### config.mk
export PLATFORM = sky130hd
export DESIGN_NAME = cct_timer
export DESIGN_NICKNAME = d
export VERILOG_FILES = /design/src/rtl/cct_pkg.sv /design/src/rtl/cct_counter.sv /design/src/rtl/cct_capture.sv /design/src/rtl/cct_regs.sv /design/src/rtl/cct_timer.sv
export SDC_FILE = /design/constraint.sdc
export NUM_CORES = 1
export LEC_CHECK = 0
export ABC_AREA = 1
export BUFFER_PORTS_ARGS = -buffer_cell sky130_fd_sc_hd__buf_2
export CAP_MARGIN = 20
export CELL_PAD_IN_SITES_DETAIL_PLACEMENT = 1
export CELL_PAD_IN_SITES_GLOBAL_PLACEMENT = 1
export CORE_UTILIZATION = 39
export CTS_BUF_LIST = sky130_fd_sc_hd__clkbuf_4 sky130_fd_sc_hd__clkbuf_8
export CTS_CLUSTER_DIAMETER = 30
export DETAILED_ROUTE_END_ITERATION = 10
export GPL_TIMING_DRIVEN = 0
export PLACE_DENSITY = 0.89
export SYNTH_ARGS = -nofsm -noshare
export SYNTH_HDL_FRONTEND = slang
export SYNTH_SLANG_ARGS = --single-unit
export TNS_END_PERCENT = 100
### constraint.sdc
create_clock -name clk -period 1.7 [get_ports clk]
set_input_delay 0.085 -clock clk [delete_from_list [all_inputs] [get_ports clk]]
set_output_delay 0.085 -clock clk [all_outputs]
set_load 0.01 [all_outputs]
### src/rtl/cct_pkg.sv
`timescale 1ns/1ps
// Package: shared constants for the capture-compare timer.
// Assumes a byte-wide register port and a counter of two bytes.
package cct_pkg;
    localparam int BYTE_W  = 8;
    localparam int CNT_W   = 2 * BYTE_W;
    localparam int NUM_EV  = 3;

    // Event indices; index + 5 gives the bit in control and status.
    localparam int EV_OVF  = 0;
    localparam int EV_CMP  = 1;
    localparam int EV_CAP  = 2;

    // Control register bit positions.
    localparam int CTL_LVL  = 0;
    localparam int CTL_EDGE = 1;
    localparam int CTL_ENLO = 5;

    // Register byte addresses.
    localparam logic [7:0] A_CTRL = 8'h12;
    localparam logic [7:0] A_STAT = 8'h13;
    localparam logic [7:0] A_CAPH = 8'h14;
    localparam logic [7:0] A_CAPL = 8'h15;
    localparam logic [7:0] A_CMPH = 8'h16;
    localparam logic [7:0] A_CMPL = 8'h17;
    localparam logic [7:0] A_CNTH = 8'h18;
    localparam logic [7:0] A_CNTL = 8'h19;

    typedef logic [NUM_EV-1:0] ev_vec_t;
endpackage

### src/rtl/cct_counter.sv
`timescale 1ns/1ps
// Module: cct_counter
// Free-running counter with overflow and compare-match detection and
// the registered compare output pin.
// Assumes: tick is a single-cycle count enable; a match is judged on the
// value the counter takes at the edge, so flag and pin move with it.
module cct_counter #(
    parameter int CNT_W = 16
) (
    input  logic             clk,
    input  logic             rst_n,
    input  logic             tick,
    input  logic [CNT_W-1:0] cmp_val,
    input  logic             out_lvl,
    output logic [CNT_W-1:0] cnt_q,
    output logic             ovf_evt,
    output logic             cmp_evt,
    output logic             pin_q
);
    logic [CNT_W-1:0] cnt_nxt;

    // Next count and event detection for the current tick.
    always_comb begin
        cnt_nxt = cnt_q + CNT_W'(1);
        ovf_evt = tick && (cnt_q == {CNT_W{1'b1}});
        cmp_evt = tick && (cnt_nxt == cmp_val);
    end

    // Counter register: advances only on tick.
    always_ff @(posedge clk) begin
        if (!rst_n) begin
            cnt_q <= '0;
        end else if (tick) begin
            cnt_q <= cnt_nxt;
        end
    end

    // Compare pin: takes the output level on a match, otherwise holds.
    always_ff @(posedge clk) begin
        if (!rst_n) begin
            pin_q <= 1'b0;
        end else if (cmp_evt) begin
            pin_q <= out_lvl;
        end
    end
endmodule

### src/rtl/cct_capture.sv
`timescale 1ns/1ps
// Module: cct_capture
// Synchronizes the capture pin, detects the selected edge and loads the
// capture register with the counter value of the detection cycle.
// Assumes: SYNC_STAGES >= 1; synchronizer flops reset to 0, so the pin
// is expected low when reset is released.
module cct_capture #(
    parameter int CNT_W       = 16,
    parameter int SYNC_STAGES = 2
) (
    input  logic             clk,
    input  logic             rst_n,
    input  logic             pin_in,
    input  logic             edge_rise,
    input  logic [CNT_W-1:0] cnt_val,
    output logic [CNT_W-1:0] cap_q,
    output logic             cap_evt
);
    logic [SYNC_STAGES-1:0] sync_q;
    logic                   last_q;
    logic                   rise;
    logic                   fall;

    generate
        if (SYNC_STAGES == 1) begin : g_sync_one
            // Single-flop synchronizer variant.
            always_ff @(posedge clk) begin
                if (!rst_n) sync_q <= '0;
                else        sync_q <= pin_in;
            end
        end else begin : g_sync_chain
            // Shift chain synchronizer; the top bit is the settled pin.
            always_ff @(posedge clk) begin
                if (!rst_n) sync_q <= '0;
                else        sync_q <= {sync_q[SYNC_STAGES-2:0], pin_in};
            end
        end
    endgenerate

    // Previous settled level for edge detection.
    always_ff @(posedge clk) begin
        if (!rst_n) last_q <= 1'b0;
        else        last_q <= sync_q[SYNC_STAGES-1];
    end

    // Edge detection with polarity select.
    always_comb begin
        rise    = sync_q[SYNC_STAGES-1] && !last_q;
        fall    = !sync_q[SYNC_STAGES-1] && last_q;
        cap_evt = edge_rise ? rise : fall;
    end

    // Capture register: loads the running count on a detected edge.
    always_ff @(posedge clk) begin
        if (!rst_n)       cap_q <= '0;
        else if (cap_evt) cap_q <= cnt_val;
    end
endmodule

### src/rtl/cct_regs.sv
`timescale 1ns/1ps
// Module: cct_regs
// Register file: control, compare value, status flags with the two-step
// clear, read multiplexer and interrupt combining.
// Assumes: one-cycle bus strobes, never read and write together; a set
// event outranks a clear on the same edge.
module cct_regs
    import cct_pkg::*;
#(
    parameter int CNT_W = cct_pkg::CNT_W
) (
    input  logic             clk,
    input  logic             rst_n,
    input  logic [7:0]       bus_addr,
    input  logic             bus_wr,
    input  logic             bus_rd,
    input  logic [BYTE_W-1:0] bus_wdata,
    output logic [BYTE_W-1:0] bus_rdata,
    input  logic [CNT_W-1:0] cnt_val,
    input  logic [CNT_W-1:0] cap_val,
    input  ev_vec_t          evt,
    output logic [CNT_W-1:0] cmp_q,
    output logic             olvl_q,
    output logic             edge_q,
    output ev_vec_t          flag_q,
    output ev_vec_t          en_q,
    output logic             irq
);
    localparam int HI_LSB = CNT_W - BYTE_W;

    ev_vec_t arm_q;
    ev_vec_t clr_acc;
    logic    ctl_wr;
    logic    stat_rd;

    // Address decode for strobes that have side effects.
    always_comb begin
        ctl_wr           = bus_wr && (bus_addr == A_CTRL);
        stat_rd          = bus_rd && (bus_addr == A_STAT);
        clr_acc[EV_CAP]  = bus_rd && (bus_addr == A_CAPL);
        clr_acc[EV_CMP]  = bus_wr && (bus_addr == A_CMPL);
        clr_acc[EV_OVF]  = bus_rd && (bus_addr == A_CNTL);
    end

    // Control bits that reset: interrupt enables and output level.
    always_ff @(posedge clk) begin
        if (!rst_n) begin
            en_q   <= '0;
            olvl_q <= 1'b0;
        end else if (ctl_wr) begin
            en_q   <= bus_wdata[CTL_ENLO +: NUM_EV];
            olvl_q <= bus_wdata[CTL_LVL];
        end
    end

    // Edge select: deliberately untouched by reset.
    always_ff @(posedge clk) begin
        if (ctl_wr) edge_q <= bus_wdata[CTL_EDGE];
    end

    // Compare register, written one byte at a time.
    always_ff @(posedge clk) begin
        if (!rst_n) begin
            cmp_q <= '1;
        end else if (bus_wr && (bus_addr == A_CMPH)) begin
            cmp_q[CNT_W-1:HI_LSB] <= bus_wdata;
        end else if (clr_acc[EV_CMP]) begin
            cmp_q[BYTE_W-1:0] <= bus_wdata;
        end
    end

    // Flags and clear arming: a status read arms set flags, the matching
    // access then clears; a same-edge event wins over the clear.
    always_ff @(posedge clk) begin
        if (!rst_n) begin
            flag_q <= '0;
            arm_q  <= '0;
        end else begin
            for (int e = 0; e < NUM_EV; e++) begin
                if (evt[e]) begin
                    flag_q[e] <= 1'b1;
                    if (clr_acc[e]) arm_q[e] <= 1'b0;
                end else if (clr_acc[e] && arm_q[e]) begin
                    flag_q[e] <= 1'b0;
                    arm_q[e]  <= 1'b0;
                end else if (stat_rd && flag_q[e]) begin
                    arm_q[e]  <= 1'b1;
                end
            end
        end
    end

    // Read multiplexer; returns 0 when no read is strobed.
    always_comb begin
        bus_rdata = '0;
        if (bus_rd) begin
            case (bus_addr)
                A_CTRL: bus_rdata = {en_q, 3'b000, edge_q, olvl_q};
                A_STAT: bus_rdata = {flag_q, 5'b00000};
                A_CAPH: bus_rdata = cap_val[CNT_W-1:HI_LSB];
                A_CAPL: bus_rdata = cap_val[BYTE_W-1:0];
                A_CMPH: bus_rdata = cmp_q[CNT_W-1:HI_LSB];
                A_CMPL: bus_rdata = cmp_q[BYTE_W-1:0];
                A_CNTH: bus_rdata = cnt_val[CNT_W-1:HI_LSB];
                A_CNTL: bus_rdata = cnt_val[BYTE_W-1:0];
                default: bus_rdata = '0;
            endcase
        end
    end

    // Interrupt request: any set flag with its enable.
    always_comb irq = |(flag_q & en_q);
endmodule

### src/rtl/cct_timer.sv
`timescale 1ns/1ps
// Module: cct_timer (top)
// Capture-compare timer: counter, capture channel and register file.
// Assumes: byte register port with one-cycle strobes; cap_pin is
// asynchronous and low at reset release.
module cct_timer
    import cct_pkg::*;
#(
    parameter int SYNC_STAGES = 2
) (
    input  logic       clk,
    input  logic       rst_n,
    input  logic       tick,
    input  logic [7:0] bus_addr,
    input  logic       bus_wr,
    input  logic       bus_rd,
    input  logic [7:0] bus_wdata,
    output logic [7:0] bus_rdata,
    input  logic       cap_pin,
    output logic       cmp_pin,
    output logic       irq
);
    logic [CNT_W-1:0] cnt_q;
    logic [CNT_W-1:0] cap_q;
    logic [CNT_W-1:0] cmp_val;
    logic             olvl;
    logic             edge_rise;
    logic             ovf_evt;
    logic             cmp_evt;
    logic             cap_evt;
    ev_vec_t          flag_q;
    ev_vec_t          en_q;
    ev_vec_t          evt;

    // Gather the three event strobes in flag order.
    always_comb begin
        evt          = '0;
        evt[EV_OVF]  = ovf_evt;
        evt[EV_CMP]  = cmp_evt;
        evt[EV_CAP]  = cap_evt;
    end

    cct_counter #(.CNT_W(CNT_W)) u_counter (
        .clk     (clk),
        .rst_n   (rst_n),
        .tick    (tick),
        .cmp_val (cmp_val),
        .out_lvl (olvl),
        .cnt_q   (cnt_q),
        .ovf_evt (ovf_evt),
        .cmp_evt (cmp_evt),
        .pin_q   (cmp_pin)
    );

    cct_capture #(.CNT_W(CNT_W), .SYNC_STAGES(SYNC_STAGES)) u_capture (
        .clk       (clk),
        .rst_n     (rst_n),
        .pin_in    (cap_pin),
        .edge_rise (edge_rise),
        .cnt_val   (cnt_q),
        .cap_q     (cap_q),
        .cap_evt   (cap_evt)
    );

    cct_regs #(.CNT_W(CNT_W)) u_regs (
        .clk       (clk),
        .rst_n     (rst_n),
        .bus_addr  (bus_addr),
        .bus_wr    (bus_wr),
        .bus_rd    (bus_rd),
        .bus_wdata (bus_wdata),
        .bus_rdata (bus_rdata),
        .cnt_val   (cnt_q),
        .cap_val   (cap_q),
        .evt       (evt),
        .cmp_q     (cmp_val),
        .olvl_q    (olvl),
        .edge_q    (edge_rise),
        .flag_q    (flag_q),
        .en_q      (en_q),
        .irq       (irq)
    );
endmodule

==> results.sh <==
export IMPL_outcome="finished with violations"
export IMPL_violations="setup timing"
export IMPL_path_cells="ha_4, nand3_4, nand2_2, nand3_1, nand2_4, nand3_4, nor2_4, nand2_2, nor2_4, nand2_2, nand2_1, a21oi_2"
export IMPL_clock_skew_ns=0.0105
export IMPL_crit_top_cell="nand2_2"
export IMPL_layoutNonFillerInstCount=690
export IMPL_vias_per_cell=6.36
export IMPL_vias=4387
export IMPL_cts_root_buffer="clkbuf_8"
export IMPL_vdd_drop_max_uv=819
export IMPL_io_pins=32
export IMPL_yosys_warnings=0
export IMPL_drt_total_wl_um=16900
export IMPL_portBuffers=31
export IMPL_rsz0062_at_grt="true"
export IMPL_grt_pass1_vias=4218
export IMPL_drive_above_1_share=0.280
export IMPL_dp_cells=644
export IMPL_ys_flop_type="dfxtp_1"
export IMPL_dieArea_um2=9030
export IMPL_synth_seq_area_share=0.377
export IMPL_dp_final_hpwl_um=9500
export IMPL_slowest_stage="dfxtp_4"
export IMPL_nets=603
export IMPL_async_flop_share=0
export IMPL_syn_to_final_growth_pct=33.1
export IMPL_cts_tree="built"
export IMPL_cap_viol_max_count=0
export IMPL_cts_sinks=63
export IMPL_grt_max_degree=11
export IMPL_path_delay_family="simple AND/OR/NAND/NOR gates"
export IMPL_clk_pin_slew_ns=0.08
export IMPL_drv_slew=0
export IMPL_timing_final_crit_period_ns=2.03
export IMPL_h_tree_depth=3
export IMPL_max_stage_delay_ns=0.41
export IMPL_first_pass_iters=6
export IMPL_die_y_um=95.0
export IMPL_worstMarginPinSlew_ns=0.681
export IMPL_post_route_worst_setup_slack_ns=-0.326
export IMPL_critical_path_class="reg2reg"
export IMPL_grt_use_total=0.331
export IMPL_slew_headroom=0.546
export IMPL_core_um2=8300
export IMPL_hold_viol=0
export IMPL_fmaxAchievable_mhz=494
export IMPL_path_buf_inv=0
export IMPL_netlist_instances=508
export IMPL_start_util=0.407
export IMPL_power_density_nw_per_um2=780
export IMPL_wl_per_cell_um=24.5
export IMPL_die_x_um=95.0
export IMPL_fin_hold_ws_ns=0.0277
export IMPL_cp_start_kind="flip-flop"
export IMPL_rows=33
export IMPL_cts_buffers=9
export IMPL_clk_path_buf_depth=2
export IMPL_synth_fp_nets=531
export IMPL_cp_arrival_ns=2.30
export IMPL_setup_viol=8
export IMPL_setup_tns_ns=-1.09
export IMPL_critPathRequiredTime_ns=1.98
export IMPL_gp_congestion=0.933
export IMPL_synth_seq_cells=63
export IMPL_drc=0
export IMPL_diodes=0
export IMPL_end_kind="flip-flop"
export IMPL_syn_area_um2=3370
export IMPL_hold_path_class="in2reg"
export IMPL_finalPower_uw=3500
export IMPL_p_leak_uw=0.00200
export IMPL_grt_pass1_wl_um=21900
export IMPL_nFillCells=1056
export IMPL_drt_iter0_drc=455
export IMPL_post_route_period_util=1.19
export IMPL_gr_total_overflow=0
export IMPL_critPathMaxFanout=4
export IMPL_antenna_found_initial=0
export IMPL_synth_edf_count=1
export IMPL_insertion_delay_ns=0.38
export IMPL_synth_distinct_cells=36
export IMPL_antenna_left=0
export IMPL_syn_area_per_cell_um2=6.64
## stage by stage
stage          instance area [um^2]  utilization  setup WS, ns
2_1_floorplan                  3370            -        0.0236
3_3_place_gp                   3660        0.441        -0.560
3_5_place_dp                   3660        0.441        -0.615
4_1_cts                        4210        0.507       -0.0999
5_1_grt                        4490        0.541        -0.379
6_report                       4490        0.541        -0.326
## final timing paths
check / start / cells past startpoint / slack (ns) / endpoint
worst min-delay path: bus_wdata[6] / 3 / 0.03 / u_regs.cmp_q[6]
worst min register to register: u_capture.sync_q[0] / 2 / 0.45 / u_capture.sync_q[1]
worst max-delay path: u_counter.cnt_q[0] / 12 / -0.33 / u_regs.arm_q[1]
worst max register to register: u_counter.cnt_q[0] / 12 / -0.33 / u_regs.arm_q[1]
## cells in the final DEF, fill, tap and decap left out, drive strengths merged, types with 14 or more instances in the layout
master	instances
dfxtp	62
nor2	44
clkbuf	23
nand2	106
inv	74
o21ai	52
buf	56
nand3	42
o22ai	14
a21oi	55
## layout make-up
| type | count | area [um^2] | area share |
|---|---|---|---|
| clock inverter | 3 | 42.5 | 0.00947 |
| inverter | 76 | 302 | 0.0671 |
| tap | 105 | 131 | 0.0293 |
| timing repair buffer | 60 | 407 | 0.0906 |
| multi-input combinational | 357 | 2100 | 0.468 |
| buffer | 13 | 51.3 | 0.0114 |
| clock buffer | 13 | 160 | 0.0357 |
| sequential | 63 | 1290 | 0.288 |
## Yosys cell counts (4+ instances only)
library cell | instances | share of area
nor3_1 | 9 | 0.013
nor2_1 | 36 | 0.040
nor2_2 | 5 | 0.0093
dfxtp_1 | 62 | 0.37
clkbuf_1 | 10 | 0.011
a21oi_1 | 55 | 0.082
nand4_1 | 8 | 0.015
inv_1 | 73 | 0.081
o21ai_0 | 51 | 0.076
a31oi_1 | 4 | 0.0074
o22ai_1 | 13 | 0.024
nand3_1 | 41 | 0.061
nand2_1 | 104 | 0.12
## report_power, final
part	internal [uW]	total [uW]	switching, uW	leakage, uW
sequential	1520	1580	59.3	0.000519
clock	766	1460	693	0.000104
combinational	151	460	310	0.00138
total	2440	3500	1060	0.00200
## timing repair
item / 4_1_cts / 5_1_grt
hold buffers: 7 / 0
hold endpoints to repair: 9 / 0
setup endpoints to repair: 14 / 21
cloned: 1 / 0
resized for setup: 63 / 52
pin swaps: 14 / 21
setup buffers: 9 / 13
## logic make-up (layout without fill, tap and decap cells)
kind of cell,after synthesis,after routing,synth area share
simple gates,213,214,0.278
compound gates,140,140,0.232
flops,63,63,0.377
buf+inv,89,165,0.0997
fa+ha+maj,1,1,0.00371
xor+xnor,2,2,0.00927
## registers in the layout, indices dropped and copies added, names as in the netlist
signal	cells
u_regs.edge_q	1
u_counter.cnt_q	16
u_regs.arm_q	3
u_capture.last_q	1
u_regs.olvl_q	1
u_counter.pin_q	1
u_regs.flag_q	3
u_regs.cmp_q	16
u_regs.en_q	3
u_capture.cap_q	16
u_capture.sync_q	2
## layer usage
metal / wire length, um / share of wire / vias up / global-route usage
met4: 1120 / 0.066 / 0 / 0.158
li1: - / - / 1861 / -
met2: 8040 / 0.47 / 304 / 0.554
met1: 6310 / 0.37 / 2111 / 0.392
met3: 1460 / 0.086 / 111 / 0.0877
met5: 0 / 0 / - / 0
## tightest hold or removal path, cell delays in order
cell and delay, ns:
buf_2 0.14, a21oi_1 0.08, o21ai_0 0.06
Note: power is estimated with default switching activity, not from simulation.
